--- src/rtl/trunc_sq_pkg.sv ---
package trunc_sq_pkg;

  localparam int unsigned TSQ_IN_W     = 15;
  localparam int unsigned TSQ_OUT_W    = 16;
  localparam int unsigned TSQ_KEEP_LSB = 11;
  localparam int unsigned TSQ_GROUP    = 4;

  // Kept part of one squarer row: the diagonal bit x_i at weight 2^(2i)
  // plus every doubled cross term x_i*x_j (j>i) at weight 2^(i+j+1),
  // with all columns below keep_lsb forced to zero.
  function automatic logic [63:0] tsq_row(logic [63:0] x, int unsigned i,
                                          int unsigned n, int unsigned keep_lsb);
    logic [63:0] acc;
    acc = '0;
    if (x[i]) begin
      acc = 64'd1 << (2 * i);
      for (int unsigned j = i + 1; j < n; j++) begin
        if (x[j]) acc = acc + (64'd1 << (i + j + 1));
      end
    end
    acc = acc & ~((64'd1 << keep_lsb) - 64'd1);
    return acc;
  endfunction

  // Largest total weight the dropped columns can carry.
  function automatic longint unsigned tsq_drop_max(int unsigned n, int unsigned keep_lsb);
    longint unsigned s;
    s = 0;
    for (int unsigned i = 0; i < n; i++) begin
      if (2 * i < keep_lsb) s = s + (longint'(1) << (2 * i));
      for (int unsigned j = i + 1; j < n; j++) begin
        if (i + j + 1 < keep_lsb) s = s + (longint'(1) << (i + j + 1));
      end
    end
    return s;
  endfunction

  // Compensation: half the worst-case dropped weight, centring the error.
  function automatic longint unsigned tsq_comp(int unsigned n, int unsigned keep_lsb);
    return tsq_drop_max(n, keep_lsb) / 2;
  endfunction

endpackage

--- src/rtl/trunc_sq_pp.sv ---
module trunc_sq_pp
  import trunc_sq_pkg::*;
#(
  parameter int unsigned IN_W     = TSQ_IN_W,
  parameter int unsigned KEEP_LSB = TSQ_KEEP_LSB,
  localparam int unsigned SQ_W    = 2 * IN_W,
  localparam int unsigned ACC_W   = SQ_W + 1
) (
  input  logic                        clk,
  input  logic                        rst,
  input  logic                        valid_in,
  input  logic [IN_W-1:0]             operand,
  output logic                        valid_q,
  output logic [IN_W-1:0][ACC_W-1:0]  rows_q
);

  localparam longint unsigned DROP_MAX = tsq_drop_max(IN_W, KEEP_LSB);

  logic [IN_W-1:0][ACC_W-1:0] rows_d;
  logic [63:0]                chk_kept;
  logic [63:0]                chk_exact;

  always_comb begin
    for (int unsigned i = 0; i < IN_W; i++) begin
      rows_d[i] = ACC_W'(tsq_row(64'(operand), i, IN_W, KEEP_LSB));
    end
  end

  // Named observation wires: sum of kept rows and the exact square.
  always_comb begin
    chk_kept = '0;
    for (int unsigned i = 0; i < IN_W; i++) chk_kept = chk_kept + 64'(rows_d[i]);
    chk_exact = 64'(operand) * 64'(operand);
  end

  always_ff @(posedge clk) begin
    if (rst) begin
      valid_q <= 1'b0;
      rows_q  <= '0;
    end else begin
      valid_q <= valid_in;
      if (valid_in) rows_q <= rows_d;
    end
  end

  // the dropped weight is never negative and never above its bound.
  always_ff @(posedge clk) begin
    if (!rst && valid_in) begin
      p_drop_bound_r2: assert (chk_kept <= chk_exact && (chk_exact - chk_kept) <= DROP_MAX);
    end
  end

endmodule

--- src/rtl/trunc_sq_sum.sv ---
module trunc_sq_sum
  import trunc_sq_pkg::*;
#(
  parameter int unsigned IN_W     = TSQ_IN_W,
  parameter int unsigned OUT_W    = TSQ_OUT_W,
  parameter int unsigned KEEP_LSB = TSQ_KEEP_LSB,
  parameter int unsigned GROUP    = TSQ_GROUP,
  localparam int unsigned SQ_W    = 2 * IN_W,
  localparam int unsigned ACC_W   = SQ_W + 1,
  localparam int unsigned SHIFT   = SQ_W - OUT_W,
  localparam int unsigned NGRP    = (IN_W + GROUP - 1) / GROUP
) (
  input  logic                        clk,
  input  logic                        rst,
  input  logic                        valid_in,
  input  logic [IN_W-1:0][ACC_W-1:0]  rows,
  output logic                        valid_q,
  output logic [OUT_W-1:0]            sum_hi_q
);

  localparam logic [ACC_W-1:0] COMP = ACC_W'(tsq_comp(IN_W, KEEP_LSB));

  logic                        v_grp;
  logic [NGRP-1:0][ACC_W-1:0]  grp_q;
  logic [ACC_W-1:0]            total_d;

  // Stage 2: rows reduced in groups.
  for (genvar g = 0; g < NGRP; g++) begin : g_group
    localparam int unsigned LO = g * GROUP;
    localparam int unsigned HI = ((g + 1) * GROUP < IN_W) ? (g + 1) * GROUP : IN_W;
    logic [ACC_W-1:0] grp_d;
    always_comb begin
      grp_d = '0;
      for (int unsigned r = LO; r < HI; r++) grp_d = grp_d + rows[r];
    end
    always_ff @(posedge clk) begin
      if (rst) grp_q[g] <= '0;
      else if (valid_in) grp_q[g] <= grp_d;
    end
  end

  // Stage 3: group sums plus the compensation constant.
  always_comb begin
    total_d = COMP;
    for (int unsigned g = 0; g < NGRP; g++) total_d = total_d + grp_q[g];
  end

  always_ff @(posedge clk) begin
    if (rst) begin
      v_grp    <= 1'b0;
      valid_q  <= 1'b0;
      sum_hi_q <= '0;
    end else begin
      v_grp   <= valid_in;
      valid_q <= v_grp;
      if (v_grp) sum_hi_q <= total_d[SHIFT +: OUT_W];
    end
  end

  // the compensated sum stays inside the square's range.
  p_no_overflow_r6: assert property (@(posedge clk) disable iff (rst)
    v_grp |-> (total_d < (ACC_W'(1) << SQ_W)));

endmodule

--- src/rtl/trunc_squarer.sv ---
module trunc_squarer
  import trunc_sq_pkg::*;
#(
  parameter int unsigned IN_W     = TSQ_IN_W,
  parameter int unsigned OUT_W    = TSQ_OUT_W,
  parameter int unsigned KEEP_LSB = TSQ_KEEP_LSB,
  parameter int unsigned GROUP    = TSQ_GROUP
) (
  input  logic             clk,
  input  logic             rst,
  input  logic             valid_in,
  input  logic [IN_W-1:0]  operand,
  output logic             valid_out,
  output logic [OUT_W-1:0] result
);

  localparam int unsigned SQ_W  = 2 * IN_W;
  localparam int unsigned ACC_W = SQ_W + 1;

  logic                        v_pp;
  logic [IN_W-1:0][ACC_W-1:0]  rows_pp;
  logic                        v_sum;
  logic [OUT_W-1:0]            sum_hi;
  logic                        v_out_q;
  logic [OUT_W-1:0]            res_q;

  trunc_sq_pp #(
    .IN_W     (IN_W),
    .KEEP_LSB (KEEP_LSB)
  ) u_pp (
    .clk      (clk),
    .rst      (rst),
    .valid_in (valid_in),
    .operand  (operand),
    .valid_q  (v_pp),
    .rows_q   (rows_pp)
  );

  trunc_sq_sum #(
    .IN_W     (IN_W),
    .OUT_W    (OUT_W),
    .KEEP_LSB (KEEP_LSB),
    .GROUP    (GROUP)
  ) u_sum (
    .clk      (clk),
    .rst      (rst),
    .valid_in (v_pp),
    .rows     (rows_pp),
    .valid_q  (v_sum),
    .sum_hi_q (sum_hi)
  );

  // Stage 4: output register, loaded only with a valid result.
  always_ff @(posedge clk) begin
    if (rst) begin
      v_out_q <= 1'b0;
      res_q   <= '0;
    end else begin
      v_out_q <= v_sum;
      if (v_sum) res_q <= sum_hi;
    end
  end

  assign valid_out = v_out_q;
  assign result    = res_q;

  p_latency_r3: assert property (@(posedge clk) disable iff (rst)
    valid_in |-> ##4 valid_out);

  p_idle_r3: assert property (@(posedge clk) disable iff (rst)
    !valid_in |-> ##4 !valid_out);

  p_hold_r4: assert property (@(posedge clk) disable iff (rst)
    (!valid_out && !$past(rst)) |-> $stable(result));

  p_reset_r5: assert property (@(posedge clk)
    rst |=> (!valid_out && result == '0));

  p_zero_r6: assert property (@(posedge clk) disable iff (rst)
    (valid_in && operand == '0) |-> ##4 (result == '0));

endmodule

--- config.mk ---
export PLATFORM = sky130hd
export DESIGN_NAME = trunc_squarer
export DESIGN_NICKNAME = d
export VERILOG_FILES = /design/src/rtl/trunc_sq_pkg.sv /design/src/rtl/trunc_sq_pp.sv /design/src/rtl/trunc_sq_sum.sv /design/src/rtl/trunc_squarer.sv
export SDC_FILE = /design/constraint.sdc
export NUM_CORES = 1
export LEC_CHECK = 0
export BUFFER_PORTS_ARGS = -buffer_cell sky130_fd_sc_hd__buf_2
export CORE_MARGIN = 2
export CORE_UTILIZATION = 62
export CTS_CLUSTER_SIZE = 20
export DETAILED_ROUTE_END_ITERATION = 10
export PLACE_DENSITY = 0.8
export SLEW_MARGIN = 20
export SYNTH_ARGS = -nofsm -noshare
export SYNTH_HDL_FRONTEND = slang
export SYNTH_SLANG_ARGS = --single-unit
--- constraint.sdc ---
create_clock -name clk -period 4.4 [get_ports clk]
set_clock_uncertainty 0.15 [all_clocks]
set_input_delay 0.22 -clock clk [delete_from_list [all_inputs] [get_ports clk]]
set_output_delay 0.22 -clock clk [all_outputs]
set_load 0.03 [all_outputs]
Yosys cells after proc, flatten, opt, wreduce, memory -nomap -nowiden
Index checks and enable logic that the tools add are counted.

word-level totals
  logic and storage cells = 342
  memories kept = 0
  output and inout bits = 17
  ROM bits = 0
  latch bits = 0
  flip-flop bits (word level) = 440
  memory bits (writable) = 0
  input bits = 18

cells by class
  mux-type cells = 211
  shifts and indexed selects = 0
  add/subtract/negate cells = 106
  divide/modulo/power cells = 0
  bitwise logic cells = 0
  $lt $le $gt $ge = 0
  reductions and logical operators = 0
  equal/unequal tests = 0
  $mul = 0

operators by type and width
  kind                                             number
  two-way mux 30 bit                               195
  adder 30 bit                                     13
  adder 30 x 16 -> 30 bit (second input constant)  7
  adder 30 x 14 -> 30 bit (second input constant)  6
  adder 30 x 15 -> 30 bit (second input constant)  6
  adder 30 x 17 -> 30 bit (second input constant)  6
  adder 30 x 18 -> 30 bit (second input constant)  6
  adder 30 x 12 -> 30 bit (second input constant)  5
  adder 30 x 13 -> 30 bit (second input constant)  5
  adder 30 x 19 -> 30 bit (second input constant)  5
  adder 30 x 20 -> 30 bit (second input constant)  5
  adder 30 x 10 -> 30 bit (second input constant)  4
  adder 30 x 11 -> 30 bit (second input constant)  4
  adder 30 x 21 -> 30 bit (second input constant)  4
  adder 30 x 22 -> 30 bit (second input constant)  4
  adder 30 x 23 -> 30 bit (second input constant)  3
  adder 30 x 24 -> 30 bit (second input constant)  3
  adder 30 x 8 -> 30 bit (second input constant)   3
  adder 30 x 9 -> 30 bit (second input constant)   3
  two-way mux 29 bit                               3
  adder 30 x 25 -> 30 bit (second input constant)  2
  adder 30 x 26 -> 30 bit (second input constant)  2
  adder 30 x 6 -> 30 bit (second input constant)   2
  adder 30 x 7 -> 30 bit (second input constant)   2
  other kinds (19)                                 19

Logic depth before layout (Yosys ltp)
  depth in word-level cells = 41
  depth in mapped cells = 13
  mapped depth without buffers = 13

By module
Synthesis repeated with hierarchy kept, for this count alone.

second synthesis, totals
  cell total of the unflattened synthesis = 2794
  area, all modules = 25051.5 µm²

by module, submodules not included
  module         times used  cells an instance  area an instance (µm²)
  trunc_sq_sum   1           2040               18107.4
  trunc_sq_pp    1           700                6336.1
  trunc_squarer  1           54                 608.1

Worst setup path before layout
Ideal clock, no wire load.

  path kind = register to register
  start = register u_pp.rows_q[138] in the netlist's numbering
  end = register u_sum.grp_q[53] in the netlist's numbering
  arrival time = 3172 ps
  stages on the path, launching flop included = 13
  path buffers = 0
  slack = 956 ps
  path through = dfxtp_1 -> fa_1 -> inv_1 -> fa_1 -> inv_1 -> ha_1 -> fa_1 -> a21oi_1 -> o21ai_1 -> a2111oi_1 -> nor2_1 -> nor4b_1 -> a311o_1

between the ends
  cells in the longest elaborated chain, start to end = 3

RTL lines
  element                         line                RTL
  start: declaration              trunc_sq_pp.sv:14   output logic [IN_W-1:0][ACC_W-1:0] rows_q
  start signal: assignment        trunc_sq_pp.sv:42   if (valid_in) rows_q <= rows_d;
  adder 30 bit (3 in series)      trunc_sq_sum.sv:34  for (int unsigned r = LO; r < HI; r++) grp_d = grp_d + rows[r];
  end signal: indexed assignment  trunc_sq_sum.sv:38  else if (valid_in) grp_q[g] <= grp_d;
  end: declaration                trunc_sq_sum.sv:24  logic [NGRP-1:0][ACC_W-1:0] grp_q;

No other way between the ends.
A chain may end at the register's enable or synchronous reset.

Worst setup path in the final report
Same ends and word-level chain as after synthesis.

==> results.yml <==
clocking:
  cts_max_path_buffers: 2
  clock_latency_ps: 430
  cts_tree: "built"
  cts_resized: 0
  path_clk_slew_ps: 60
  cts_buffers: 17
  numClockSinks: 166
  h-tree-depth: 4
  root_buffer: "clkbuf_16"
yosys:
  synth_area_um2: 8970
  ys_types: 53
  synth_nets: 1118
  synth-edff-count: 0
  async_flop_share_pct: 0
  yosysWarnings: 0
  ys_seq_area_share_pct: 37.0
  ys_ff_latch: 166
  synthFlopType: "dfxtp_1"
  syn_avg_cell_area_um2: 9.31
  synth_cells: 963
floorplan:
  row_count: 43
  start_util_pct: 64.1
  dieArea_um2: 15400
  die-height_um: 124
  die_x_um: 124
  io_pins: 35
  core_area_um2: 14000
cells_and_area:
  fin_area_um2: 9900
  multi_input_area_um2: 5070
  final_layout_size_suffix_gt1_share_pct: 8.03
  nets: 1127
  area_growth_pct: 10.4
  antenna_cells: 0
  final-seq-area_um2: 3320
  num-fill-cells: 1061
power:
  p_total_w: 0.00360
  power_frac_comb_pct: 11.0
  p_seq_share_pct: 44.1
  internal_power_w: 0.00273
  switchingPower_w: 0.000874
  cellPowerDensity_nw_per_um2: 364
  clkPwrFrac_pct: 44.9
  vdd_drop_max_mv: 0.383
  p_leak_nw: 4.58
  switching_share_pct: 24.3
global_routing:
  grt_usage_pct: 24.1
  grt_pass1_vias: 6276
  grt_max_degree: 91
  antenna_found_initial: 0
  grt_pass1_wl_um: 30400
  grt_overflow: 0
route:
  antenna_left: 0
  initialDrtViolationCount: 483
  num_vias: 6664
  firstDrtPassIters: 6
  drc: 0
  wl_per_cell_um: 15.8
  finalWirelength_um: 18400
  vias_per_cell: 5.73
placement:
  gp_congestion: 0.888
  hpwl_um: 12800
  io_buffers: 34
  dpl_cell_area_um2: 9180
  dp_slack_ps: 758
sta:
  slew_viol_final: 0
  fin_ws_ps: 747
  period_share_pct: 83.0
  setup_violations: 0
  worst_pin_slew_ps: 931
  fin_setup_tns_ps: 0
  slew_headroom_pct: 37.9
  grt_setup_unrepaired: "false"
  hold_viol: 0
  min_period_ps: 3650
  clock.fmax_ghz: 0.274
status:
  status: "finished, final reports clean"
worst_setup_path:
  r2r_setup_slack_ps: 750
  worstPathArrival_ps: 3820
  cp_data_required_time_ps: 4570
  crit_type: "register to register"
  crit_path_max_fanout: 3
  endpoint_kind: "register"
  cp-start-kind: "register"
run:
  maxCapViolCount: 0
min_path:
  hold_class: "input pin to register"
layout by cell type, fill, tap and decap left out, types with 4 or more instances in the layout:
master	instances
o21a_1	4
and2_1	9
dfxtp_1	165
fa_1	36
xor2_1	4
xnor2_1	18
a31oi_1	5
a22oi_1	80
a31o_2	6
dlygate4sd3_1	8
o21ai_0	11
inv_1	94
clkbuf_16	17
buf_2	33
nor3_1	10
o31ai_1	5
a21oi_1	32
nand3_1	6
bufinv_16	5
buf_4	4
nor2_1	173
o31a_1	4
o211ai_1	4
mux2i_1	46
ha_1	101
and3_1	4
a21o_1	8
nand2_1	23
a211oi_1	17
worst max-delay path, cell delays in order (launching register included):
cell,delay (ps)
dfxtp_1,330
fa_1,530
inv_1,50
fa_1,490
inv_1,50
ha_1,230
fa_1,410
a21oi_1,220
o21ai_1,100
a2111oi_1,340
nor2_1,130
nor4b_1,160
a311o_1,340
synthesized netlist by cell type (2+ instances only):
cell type  number  share of area, %
o21ai_0        11              0.61
or3_1           3              0.21
nor3_1         10              0.56
nor2b_1         3              0.21
and2_1          9              0.63
nor3b_1         3              0.25
inv_1          94               3.9
o22ai_1         3              0.21
nand2_1        23              0.96
a21o_1          8              0.67
o21a_1          4              0.33
o31ai_1         5              0.42
a31oi_1         5              0.35
and3_1          4              0.28
a31o_2          6              0.59
or2_2           2              0.14
xor2_1          4              0.39
a21oi_1        32               1.8
o211ai_1        4              0.33
fa_1           36               8.0
o21bai_1        2              0.17
a22oi_1        80               6.7
nor4b_1         2              0.20
nand4_1         2              0.14
ha_1          101                14
a22o_1          2              0.20
clkinv_1        2             0.084
buf_1          14              0.59
a311o_1         2              0.22
mux2i_1        46               5.1
xnor2_1        18               1.8
clkbuf_1       37               1.5
a221o_1         2              0.22
dfxtp_1       166                37
o31a_1          4              0.39
buf_2           4              0.22
nor2_1        173               7.2
a211oi_1       17               1.4
nand3_1         6              0.33
per-layer routing:
layer	GRT usage [%]	routed length (µm)	share of wire [%]	vias up
li1	-	-	-	3340
met1	32.7	8610	47	3128
met2	38.6	8620	47	165
met3	5.50	866	4.7	31
met4	7.47	317	1.7	0
met5	0	0	0	-
cells by family (layout without fill, tap and decap cells):
| logic type | count (synthesis) | in the layout | share of synthesized area [%] |
|---|---|---|---|
| adders and majority gates | 137 | 137 | 22.1 |
| muxes | 46 | 46 | 5.13 |
| DFF | 166 | 166 | 37.0 |
| xor gates and xnor gates | 22 | 22 | 2.15 |
| AOI/OAI and AO/OA | 197 | 197 | 15.7 |
| buffers and inverters | 152 | 173 | 6.42 |
| and+or+nand+nor | 243 | 243 | 11.5 |
metrics by stage:
step           util, %  instances  hold WS, ps
3_3_place_gp      65.6       1125          313
4_1_cts           70.8       1164         11.1
3_5_place_dp      65.6       1125          322
2_1_floorplan        -        963          214
6_report          70.8       1164         33.2
5_1_grt           70.8       1164         40.7
state kept, by name (all words and copies together), names as in the netlist:
signal	cells
u_pp.rows_q	89
u_sum.sum_hi_q	16
result	16
u_sum.v_grp	1
valid_out	1
u_sum.grp_q	41
u_pp.valid_q	1
u_sum.valid_q	1
area by class of cell:
cell class                 instances  area share (%)
clock inverter                    12            2.03
sequential                       166            33.6
tap                              180            2.27
timing repair buffer              45            2.78
multi-input combinational        645            51.2
clock buffer                      19            4.47
inverter                          97            3.68
power by group through the flow:
stage | Clock (W) | Combinational (W) | Sequential [W]
floorplan | 0 | 0.000294 | 0.00161
CTS | 0.00164 | 0.000395 | 0.00159
finish | 0.00162 | 0.000396 | 0.00159
global route | 0.00170 | 0.000449 | 0.00160
global placement | 0 | 0.000375 | 0.00162
detailed placement | 0 | 0.000380 | 0.00162
what timing repair did:
item	4_1_cts	5_1_grt
hold buffers	8	0
endpoints found under the hold margin	19	0
buffers inserted	0	0
final timing paths:
kind,startpoint,depth (start not counted),end
setup reg to reg,u_pp.rows_q[138]$_SDFFE_PP0P_,12,u_sum.grp_q[53]$_SDFFE_PP0P_
hold / removal,operand[11],3,u_pp.rows_q[367]$_SDFFE_PP0P_
hold reg to reg,u_sum.sum_hi_q[9]$_SDFFE_PP0P_,2,u_sum.sum_hi_q[9]$_SDFFE_PP0P_
setup / recovery,u_pp.rows_q[138]$_SDFFE_PP0P_,12,u_sum.grp_q[53]$_SDFFE_PP0P_
Note: power is estimated with default switching activity, not from simulation.
